==> src/rtl/ipi_seq_pkg.sv <==
package ipi_seq_pkg;
  localparam int DATA_W = 32;
  localparam int OFF_W  = 12;
  localparam int VEC_W  = 8;

  localparam logic [OFF_W-1:0] OFF_CMD_LO = 12'h300;
  localparam logic [OFF_W-1:0] OFF_CMD_HI = 12'h310;

  localparam int LVL_BIT  = 14;
  localparam int STAT_BIT = 12;
  localparam int ID_LSB   = 24;

  typedef enum logic [2:0] {
    DM_INIT    = 3'b101,
    DM_STARTUP = 3'b110
  } dmode_e;

  localparam logic [1:0] SH_NONE         = 2'b00;
  localparam logic [1:0] SH_ALL_BUT_SELF = 2'b11;

  function automatic logic [DATA_W-1:0] make_lo(input logic [VEC_W-1:0] vec,
                                                input dmode_e dm,
                                                input logic bc);
    logic [DATA_W-1:0] w;
    w          = '0;
    w[7:0]     = vec;
    w[10:8]    = dm;
    w[LVL_BIT] = 1'b1;
    w[19:18]   = bc ? SH_ALL_BUT_SELF : SH_NONE;
    return w;
  endfunction

  function automatic logic [DATA_W-1:0] make_hi(input logic [VEC_W-1:0] tid,
                                                input logic bc);
    logic [DATA_W-1:0] w;
    w = '0;
    if (!bc) w[ID_LSB +: VEC_W] = tid;
    return w;
  endfunction
endpackage

==> src/rtl/ipi_addr_check.sv <==
module ipi_addr_check #(
  parameter int ADDR_W     = 32,
  parameter int ALIGN_BITS = 12,
  parameter int LIMIT_BITS = 20,
  parameter int VEC_W      = 8
) (
  input  logic [ADDR_W-1:0] addr,
  output logic              ok,
  output logic [VEC_W-1:0]  vector
);
  logic aligned;
  logic in_range;

  assign aligned = (addr[ALIGN_BITS-1:0] == '0);

  generate
    if (LIMIT_BITS < ADDR_W) begin : g_limit
      assign in_range = (addr[ADDR_W-1:LIMIT_BITS] == '0);
    end else begin : g_nolimit
      assign in_range = 1'b1;
    end
  endgenerate

  assign ok     = aligned && in_range;
  assign vector = addr[ALIGN_BITS +: VEC_W];
endmodule

==> src/rtl/ipi_delay_timer.sv <==
module ipi_delay_timer #(
  parameter int CNT_W = 16
) (
  input  logic             clk,
  input  logic             rst,
  input  logic             load,
  input  logic [CNT_W-1:0] count,
  output logic             expire
);
  logic [CNT_W-1:0] cnt;
  logic             run;

  always_ff @(posedge clk) begin
    if (rst) begin
      cnt    <= '0;
      run    <= 1'b0;
      expire <= 1'b0;
    end else begin
      expire <= 1'b0;
      if (load) begin
        cnt <= count - 1'b1;
        run <= 1'b1;
      end else if (run) begin
        if (cnt == '0) begin
          expire <= 1'b1;
          run    <= 1'b0;
        end else begin
          cnt <= cnt - 1'b1;
        end
      end
    end
  end

  assert_expire_pulse_R7: assert property (@(posedge clk) disable iff (rst)
    expire |=> !expire);
  assert_expire_needs_run_R7: assert property (@(posedge clk) disable iff (rst)
    $rose(expire) |-> $past(run));
endmodule

==> src/rtl/ipi_cmd_master.sv <==
module ipi_cmd_master
  import ipi_seq_pkg::*;
(
  input  logic              clk,
  input  logic              rst,
  input  logic              go,
  input  logic [DATA_W-1:0] hi_word,
  input  logic [DATA_W-1:0] lo_word,
  output logic              msg_done,
  output logic              req_valid,
  output logic              req_write,
  output logic [OFF_W-1:0]  req_offset,
  output logic [DATA_W-1:0] req_wdata,
  input  logic              req_ready,
  input  logic [DATA_W-1:0] rd_data
);
  typedef enum logic [1:0] {M_IDLE, M_HI, M_LO, M_POLL} mst_e;
  mst_e st;

  always_ff @(posedge clk) begin
    if (rst) begin
      st         <= M_IDLE;
      req_valid  <= 1'b0;
      req_write  <= 1'b0;
      req_offset <= '0;
      req_wdata  <= '0;
      msg_done   <= 1'b0;
    end else begin
      msg_done <= 1'b0;
      case (st)
        M_IDLE: if (go) begin
          req_valid  <= 1'b1;
          req_write  <= 1'b1;
          req_offset <= OFF_CMD_HI;
          req_wdata  <= hi_word;
          st         <= M_HI;
        end
        M_HI: if (req_ready) begin
          req_offset <= OFF_CMD_LO;
          req_wdata  <= lo_word;
          st         <= M_LO;
        end
        M_LO: if (req_ready) begin
          req_write <= 1'b0;
          req_wdata <= '0;
          st        <= M_POLL;
        end
        M_POLL: if (req_ready && !rd_data[STAT_BIT]) begin
          req_valid <= 1'b0;
          msg_done  <= 1'b1;
          st        <= M_IDLE;
        end
        default: st <= M_IDLE;
      endcase
    end
  end

  assert_req_hold_R11: assert property (@(posedge clk) disable iff (rst)
    (req_valid && !req_ready) |=> (req_valid && $stable(req_write) &&
                                   $stable(req_offset) && $stable(req_wdata)));
  assert_poll_offset_R3: assert property (@(posedge clk) disable iff (rst)
    (req_valid && !req_write) |-> (req_offset == OFF_CMD_LO));
  assert_done_after_clear_R3: assert property (@(posedge clk) disable iff (rst)
    msg_done |-> $past(req_valid && req_ready && !req_write && !rd_data[STAT_BIT]));
  assert_go_when_idle_R10: assert property (@(posedge clk) disable iff (rst)
    go |-> (st == M_IDLE));
endmodule

==> src/rtl/ipi_wake_seq.sv <==
module ipi_wake_seq
  import ipi_seq_pkg::*;
#(
  parameter int CYCLES_PER_US = 125,
  parameter int INIT_WAIT_US  = 10,
  parameter int SIPI_WAIT_US  = 200
) (
  input  logic              clk,
  input  logic              rst,
  input  logic              start,
  input  logic [7:0]        target_id,
  input  logic              broadcast,
  input  logic [31:0]       routine_addr,
  output logic              busy,
  output logic              done,
  output logic              err,
  output logic              req_valid,
  output logic              req_write,
  output logic [11:0]       req_offset,
  output logic [31:0]       req_wdata,
  input  logic              req_ready,
  input  logic [31:0]       rd_data
);
  localparam int INIT_CYC = INIT_WAIT_US * CYCLES_PER_US;
  localparam int SIPI_CYC = SIPI_WAIT_US * CYCLES_PER_US;
  localparam int MAX_CYC  = (INIT_CYC > SIPI_CYC) ? INIT_CYC : SIPI_CYC;
  localparam int CNT_W    = $clog2(MAX_CYC + 1);

  typedef enum logic [2:0] {T_IDLE, T_INIT, T_WAIT1, T_SIPI1, T_WAIT2, T_SIPI2} top_e;
  top_e st;

  logic             addr_ok;
  logic [VEC_W-1:0] addr_vec;
  logic [VEC_W-1:0] tid_q, vec_q;
  logic             bc_q, sipi_q;
  logic             go, msg_done, tm_load, tm_expire;
  logic [CNT_W-1:0] tm_count;
  logic [DATA_W-1:0] hi_word, lo_word;

  ipi_addr_check #(
    .ADDR_W(32), .ALIGN_BITS(12), .LIMIT_BITS(20), .VEC_W(VEC_W)
  ) u_chk (
    .addr(routine_addr), .ok(addr_ok), .vector(addr_vec)
  );

  assign hi_word = make_hi(tid_q, bc_q);
  assign lo_word = make_lo(sipi_q ? vec_q : '0, sipi_q ? DM_STARTUP : DM_INIT, bc_q);
  assign busy    = (st != T_IDLE);

  always_ff @(posedge clk) begin
    if (rst) begin
      st       <= T_IDLE;
      tid_q    <= '0;
      vec_q    <= '0;
      bc_q     <= 1'b0;
      sipi_q   <= 1'b0;
      go       <= 1'b0;
      tm_load  <= 1'b0;
      tm_count <= '0;
      done     <= 1'b0;
      err      <= 1'b0;
    end else begin
      go      <= 1'b0;
      tm_load <= 1'b0;
      done    <= 1'b0;
      err     <= 1'b0;
      case (st)
        T_IDLE: if (start) begin
          if (!addr_ok) begin
            err <= 1'b1;
          end else begin
            tid_q  <= target_id;
            vec_q  <= addr_vec;
            bc_q   <= broadcast;
            sipi_q <= 1'b0;
            go     <= 1'b1;
            st     <= T_INIT;
          end
        end
        T_INIT: if (msg_done) begin
          tm_load  <= 1'b1;
          tm_count <= CNT_W'(INIT_CYC);
          st       <= T_WAIT1;
        end
        T_WAIT1: if (tm_expire) begin
          sipi_q <= 1'b1;
          go     <= 1'b1;
          st     <= T_SIPI1;
        end
        T_SIPI1: if (msg_done) begin
          tm_load  <= 1'b1;
          tm_count <= CNT_W'(SIPI_CYC);
          st       <= T_WAIT2;
        end
        T_WAIT2: if (tm_expire) begin
          go <= 1'b1;
          st <= T_SIPI2;
        end
        T_SIPI2: if (msg_done) begin
          done <= 1'b1;
          st   <= T_IDLE;
        end
        default: st <= T_IDLE;
      endcase
    end
  end

  ipi_delay_timer #(.CNT_W(CNT_W)) u_tmr (
    .clk(clk), .rst(rst), .load(tm_load), .count(tm_count), .expire(tm_expire)
  );

  ipi_cmd_master u_mst (
    .clk(clk), .rst(rst), .go(go), .hi_word(hi_word), .lo_word(lo_word),
    .msg_done(msg_done), .req_valid(req_valid), .req_write(req_write),
    .req_offset(req_offset), .req_wdata(req_wdata), .req_ready(req_ready),
    .rd_data(rd_data)
  );

  assert_err_quiet_R8: assert property (@(posedge clk) disable iff (rst)
    err |-> (!busy && !req_valid));
  assert_err_no_req_R8: assert property (@(posedge clk) disable iff (rst)
    err |=> !req_valid);
  assert_done_pulse_R9: assert property (@(posedge clk) disable iff (rst)
    done |=> !done);
  assert_done_err_excl_R9: assert property (@(posedge clk) disable iff (rst)
    !(done && err));
  assert_busy_start_no_err_R10: assert property (@(posedge clk) disable iff (rst)
    (busy && start) |=> !err);
endmodule

==> config.mk <==
export PLATFORM = sky130hd
export DESIGN_NAME = ipi_wake_seq
export DESIGN_NICKNAME = d
export VERILOG_FILES = /design/src/rtl/ipi_seq_pkg.sv /design/src/rtl/ipi_addr_check.sv /design/src/rtl/ipi_delay_timer.sv /design/src/rtl/ipi_cmd_master.sv /design/src/rtl/ipi_wake_seq.sv
export SDC_FILE = /design/constraint.sdc
export NUM_CORES = 1
export LEC_CHECK = 0
export ABC_AREA = 1
export BUFFER_PORTS_ARGS = -buffer_cell sky130_fd_sc_hd__buf_4
export CORE_MARGIN = 2
export CORE_UTILIZATION = 53
export DETAILED_ROUTE_END_ITERATION = 10
export PLACE_DENSITY = 0.8
export SLEW_MARGIN = 20
export SYNTH_ARGS = -nofsm -noshare
export SYNTH_HDL_FRONTEND = slang
export SYNTH_HIERARCHICAL = 1
export SYNTH_SLANG_ARGS = --single-unit
==> constraint.sdc <==
create_clock -name clk -period 3.43 [get_ports clk]
set_input_delay 0.1715 -clock clk [delete_from_list [all_inputs] [get_ports clk]]
set_output_delay 0.1715 -clock clk [all_outputs]
set_load 0.02 [all_outputs]
* After elaboration in Yosys (flattened, before gate mapping) *
Index checks and enable logic that the tools add are counted.

storage, ports and cells
  bits in registers = 106
  output and inout bits = 49
  logic and storage cells = 130

operators by class
  reduce and logical (&&, ||, !) cells = 33
  bitwise gates (word level) = 6
  $add $sub $neg = 2
  equal/unequal tests = 20
  multiplexer cells = 50

operators by type and width
  kind                     number
  $mux W32                 3
  $pmux W32 S3             1
  $mux W15                 5
  $pmux W15 S2             1
  $sub A15 B1 Y15 const B  2
  $logic_not A12 Y1        2
  $mux W12                 2
  $pmux W12 S2             1
  $mux W3                  7
  $pmux W3 S6              1
  $mux W1                  16
  $mux W8                  2
  $logic_not A15 Y1        1
  $reduce_and A3 Y1        5
  $mux W2                  6
  $ne A2 B1 Y1 const B     6
  $ne A2 B2 Y1 const B     6
  $reduce_and A4 Y1        3
  $reduce_bool A2 Y1       6
  $reduce_or A2 Y1         5
  $pmux W1 S2              4
  $pmux W2 S4              1
  $reduce_and A7 Y1        1
  $eq A3 B2 Y1 const B     2
  12 further kinds         22

* Longest topological paths before layout *
  word-level depth = 5
  gate-level depth with buffers = 13
  mapped depth without buffers = 13

* Hierarchy *
Netlist, hierarchy kept.

by module, submodules not included
  module           times used  cells each  area an instance (µm²)
  ipi_cmd_master   1           355         2232.1
  ipi_delay_timer  1           213         1246.2
  ipi_wake_seq     1           171         1213.7
  ipi_addr_check   1           29          143.9

* Worst setup path after synthesis *
OpenSTA, ideal clock, no wires.

  path type = reg-to-reg
  start = reg tm_load
  end = reg u_tmr.cnt[10]
  data required time = 3321 ps
  period minus slack after synthesis = 1581 ps
  path slack = 1849 ps
  arrival time = 1472 ps
  buffers on the path = 1
  cell stages (with the launch flop) = 12
  path through = dfxtp_1 buf_6 nand2_1 o21ai_2 ha_1 nand3_2 nor2_4 nand2_1 nand2_1 nand3_1 nand2_1 inv_1

between the ends
  word-level cells in the longest chain between the ends = 2
  elaborated cells between the ends (all ways) = 4
  those cells by class = eq/ne: 1; mux: 1; reduce/logical: 2

ends and longest elaborated chain
  what                                                                 line                   text
  start, declared                                                      ipi_wake_seq.sv:36     logic go, msg_done, tm_load, tm_expire;
  start signal, assigned                                               ipi_wake_seq.sv:58     tm_load <= 1'b0;
  start signal, assigned                                               ipi_wake_seq.sv:64     tm_load <= 1'b0;
  start signal, assigned                                               ipi_wake_seq.sv:81     tm_load <= 1'b1;
  $ne A2 B2 Y1 (no source line) or $reduce_bool A2 Y1 (tied branches)  -
  $reduce_and A2 Y1 (no source line)                                   -
  end signal, assigned                                                 ipi_delay_timer.sv:21  cnt <= count - 1'b1;
  end signal, assigned                                                 ipi_delay_timer.sv:28  cnt <= cnt - 1'b1;
  end, declared                                                        ipi_delay_timer.sv:10  logic [CNT_W-1:0] cnt;

Several ways; a longest one is shown, not always the timed one.
A chain may end at the register's enable or synchronous reset.

* Final worst setup path *
Same ends and word-level chain as after synthesis.

==> impl_metrics.yaml <==
clock_tree:
  path_clk_slew_ns: 0.08
  clk_path_buf_depth: 2
  worstSkewPairLatency_ns: 0.36
  cts_root_buffer: "clkbuf_8"
  cts_tree: "built"
  cts_setup_buffers: 0
  post_cts_resized: 0
  cts_hold_buf: 0
  cts-buffers-inserted: 9
  clock-sinks: 84
  cts_max_level: 3
layout:
  drive_above_1_share_pct: 15.6
  antennaDiodeCount: 0
  fill_cells: 792
  final_core_util_pct: 64.6
  area_growth_pct: 17.7
  final_nets: 953
timing:
  min_period_over_period_pct: 66.9
  maxSlewViolCount: 0
  period_minus_slack_ns: 2.30
  maxSlewHeadroom_pct: 45.6
  setup_viol: 0
  whs_ns: 0.0296
  worst_slew_pin_slew_ns: 0.815
  finalSetupTns_ns: 0
  worst_clock_skew_ns: 0.00977
  setup_slack_ns: 1.13
  final_hold_viol_count: 0
  max_freq_ghz: 0.436
  rsz0062_at_grt: "false"
global_route:
  grt_overflow: 0
  antenna_found_initial: 0
  grt_max_degree: 66
  grt_pass1_vias: 4225
  grt_pass1_wl_um: 18700
  track_usage_pct: 22.9
synth:
  synthFlopType: "dfxtp_1"
  synthCells: 768
  synth_enable_flop_cells: 0
  async_flop_share_pct: 0
  yosysSeqAreaShare_pct: 34.8
  synth_top_cell_area_share_pct: 34.8
  ys_top_cells_by_count: "nand2_1, nor2_1, dfxtp_1"
  yosysTopAreaCell: "dfxtp_1"
  ys_types: 33
  yosysMostFrequentCell: "nand2_1"
  syn_avg_cell_area_um2: 6.30
  yosysWarnings: 6
  synth_seq_cells: 84
  netlist_top_cells_area: "dfxtp_1, nand2_1, nor2_1"
  synth_area_um2: 4840
power:
  ir_drop_v: 0.000723
  comb_power_share_pct: 48.9
  intPower_mw: 2.22
  switching_share_pct: 43.2
  p_seq_share_pct: 32.3
  power.leakage_nw: 2.92
  p_per_area_nw_per_um2: 688
  clkPwrFrac_pct: 18.8
  p_switching_mw: 1.69
worst_setup_path:
  path_class: "flop to flop"
  worst_setup_path_start_kind: "flop"
  crit_required_ns: 3.70
  end_kind: "flop"
  cp_max_fo: 23
  worstPathArrival_ns: 2.56
hold_path:
  min_path_type: "primary input to flop"
placement:
  post-dp-hpwl_um: 7610
  dp_worst_setup_slack_ns: 1.23
  place_congestion: 0.842
  port_buffers: 85
floorplan:
  dieArea_um2: 9900
  start_util_pct: 54.9
  io_pins: 126
  dieWidth_um: 99.5
  die_h_um: 99.5
  core-area_um2: 8810
  row_count: 34
run:
  cap_viol_max_count: 0
run_status:
  status: "completed"
detailed_routing:
  route.detailed.drc: 0
  totalWireLength_um: 11000
  drt_iter0_drc: 277
  routedWlPerCell_um: 11.2
  vias: 4774
  dr.pass1.iters: 5
  antenna_left: 0
  vias_per_cell: 4.87
==> power groups by stage <==
stage               Sequential (mW)  Combinational (mW)  Clock, mW
CTS                            1.27                1.91      0.756
global placement               1.28                1.84          0
floorplan                      1.43                1.32          0
finish                         1.26                1.92      0.737
detailed placement             1.29                1.89          0
global route                   1.29                2.16      0.792
==> cells in the final DEF, fill, tap and decap left out, drive strengths merged <==
cell,count
nand2,219
nor2,154
buf,90
dfxtp,84
inv,74
o21ai,69
nand3,60
conb,59
a21oi,22
clkbuf,13
ha,8
nand4,5
nor3,3
xor2,3
clkinvlp,2
xnor2,2
a211oi,1
bufinv,1
or2,1
a31oi,1
clkinv,1
nor4,1
==> area by class of cell <==
cell class | instances | area, um^2 | share of cell area [%]
Multi-Input combinational cell | 608 | 2710 | 47.7
Sequential cell | 84 | 1680 | 29.6
Tap cell | 108 | 135 | 2.37
Clock buffer | 13 | 159 | 2.79
Inverter | 75 | 282 | 4.95
Timing Repair Buffer | 90 | 676 | 11.9
Clock inverter | 3 | 45.0 | 0.792
==> final timing paths <==
| path | endpoint | startpoint | depth (start not counted) | slack [ns] |
|---|---|---|---|---|
| setup reg to reg | u_tmr/cnt[10] | tm_load | 11 | 1.13 |
| hold / removal | vec_q[2] | routine_addr[14] | 3 | 0.03 |
| setup / recovery | u_tmr/cnt[10] | tm_load | 11 | 1.13 |
| hold reg to reg | u_mst/req_valid | u_mst/req_valid | 2 | 0.45 |
==> worst max-delay path, cell delays in order (launching register included) <==
cell	delay, ns
dfxtp_1	0.86
inv_2	0.29
nand2_1	0.13
nand2_1	0.10
nor2_1	0.19
nand2_1	0.13
nor2_4	0.17
nand2_1	0.07
nand2_1	0.06
nand3_1	0.08
nand2_1	0.08
inv_1	0.03
==> per-layer routing <==
layer	GRT usage (%)	part of all wire (%)
met3	5.69	5.7
met1	29.8	46
met5	0	0
met4	4.85	1.3
met2	38.5	47
==> registers in the layout (all words and copies together) (netlist names), 2 cells and up <==
| register | cells |
|---|---|
| u_mst/req_wdata | 32 |
| u_tmr/cnt | 15 |
| tid_q | 8 |
| vec_q | 8 |
| st | 3 |
| tm_count | 3 |
| u_mst/req_offset | 2 |
| u_mst/st | 2 |
==> cells by family (layout without fill, tap and decap cells) <==
kind of cell | count (synthesis) | in the layout | synth area share, %
AOI/OAI and AO/OA | 93 | 93 | 10.4
other | 3 | 59 | 0.233
DFF | 84 | 84 | 34.8
and+or+nand+nor | 443 | 443 | 38.1
xor gates and xnor gates | 5 | 5 | 0.906
adders and majority gates | 8 | 8 | 2.07
buffers and inverters | 132 | 181 | 13.5
==> stage by stage <==
stage / instance area, um^2 / instances / total power [mW]
2_1_floorplan: 5050 / 824 / 2.75
3_3_place_gp: 5490 / 965 / 3.12
3_5_place_dp: 5490 / 965 / 3.18
4_1_cts: 5690 / 981 / 3.93
5_1_grt: 5690 / 981 / 4.24
6_report: 5690 / 981 / 3.92
No activity file was read; power rests on OpenSTA's default activity.
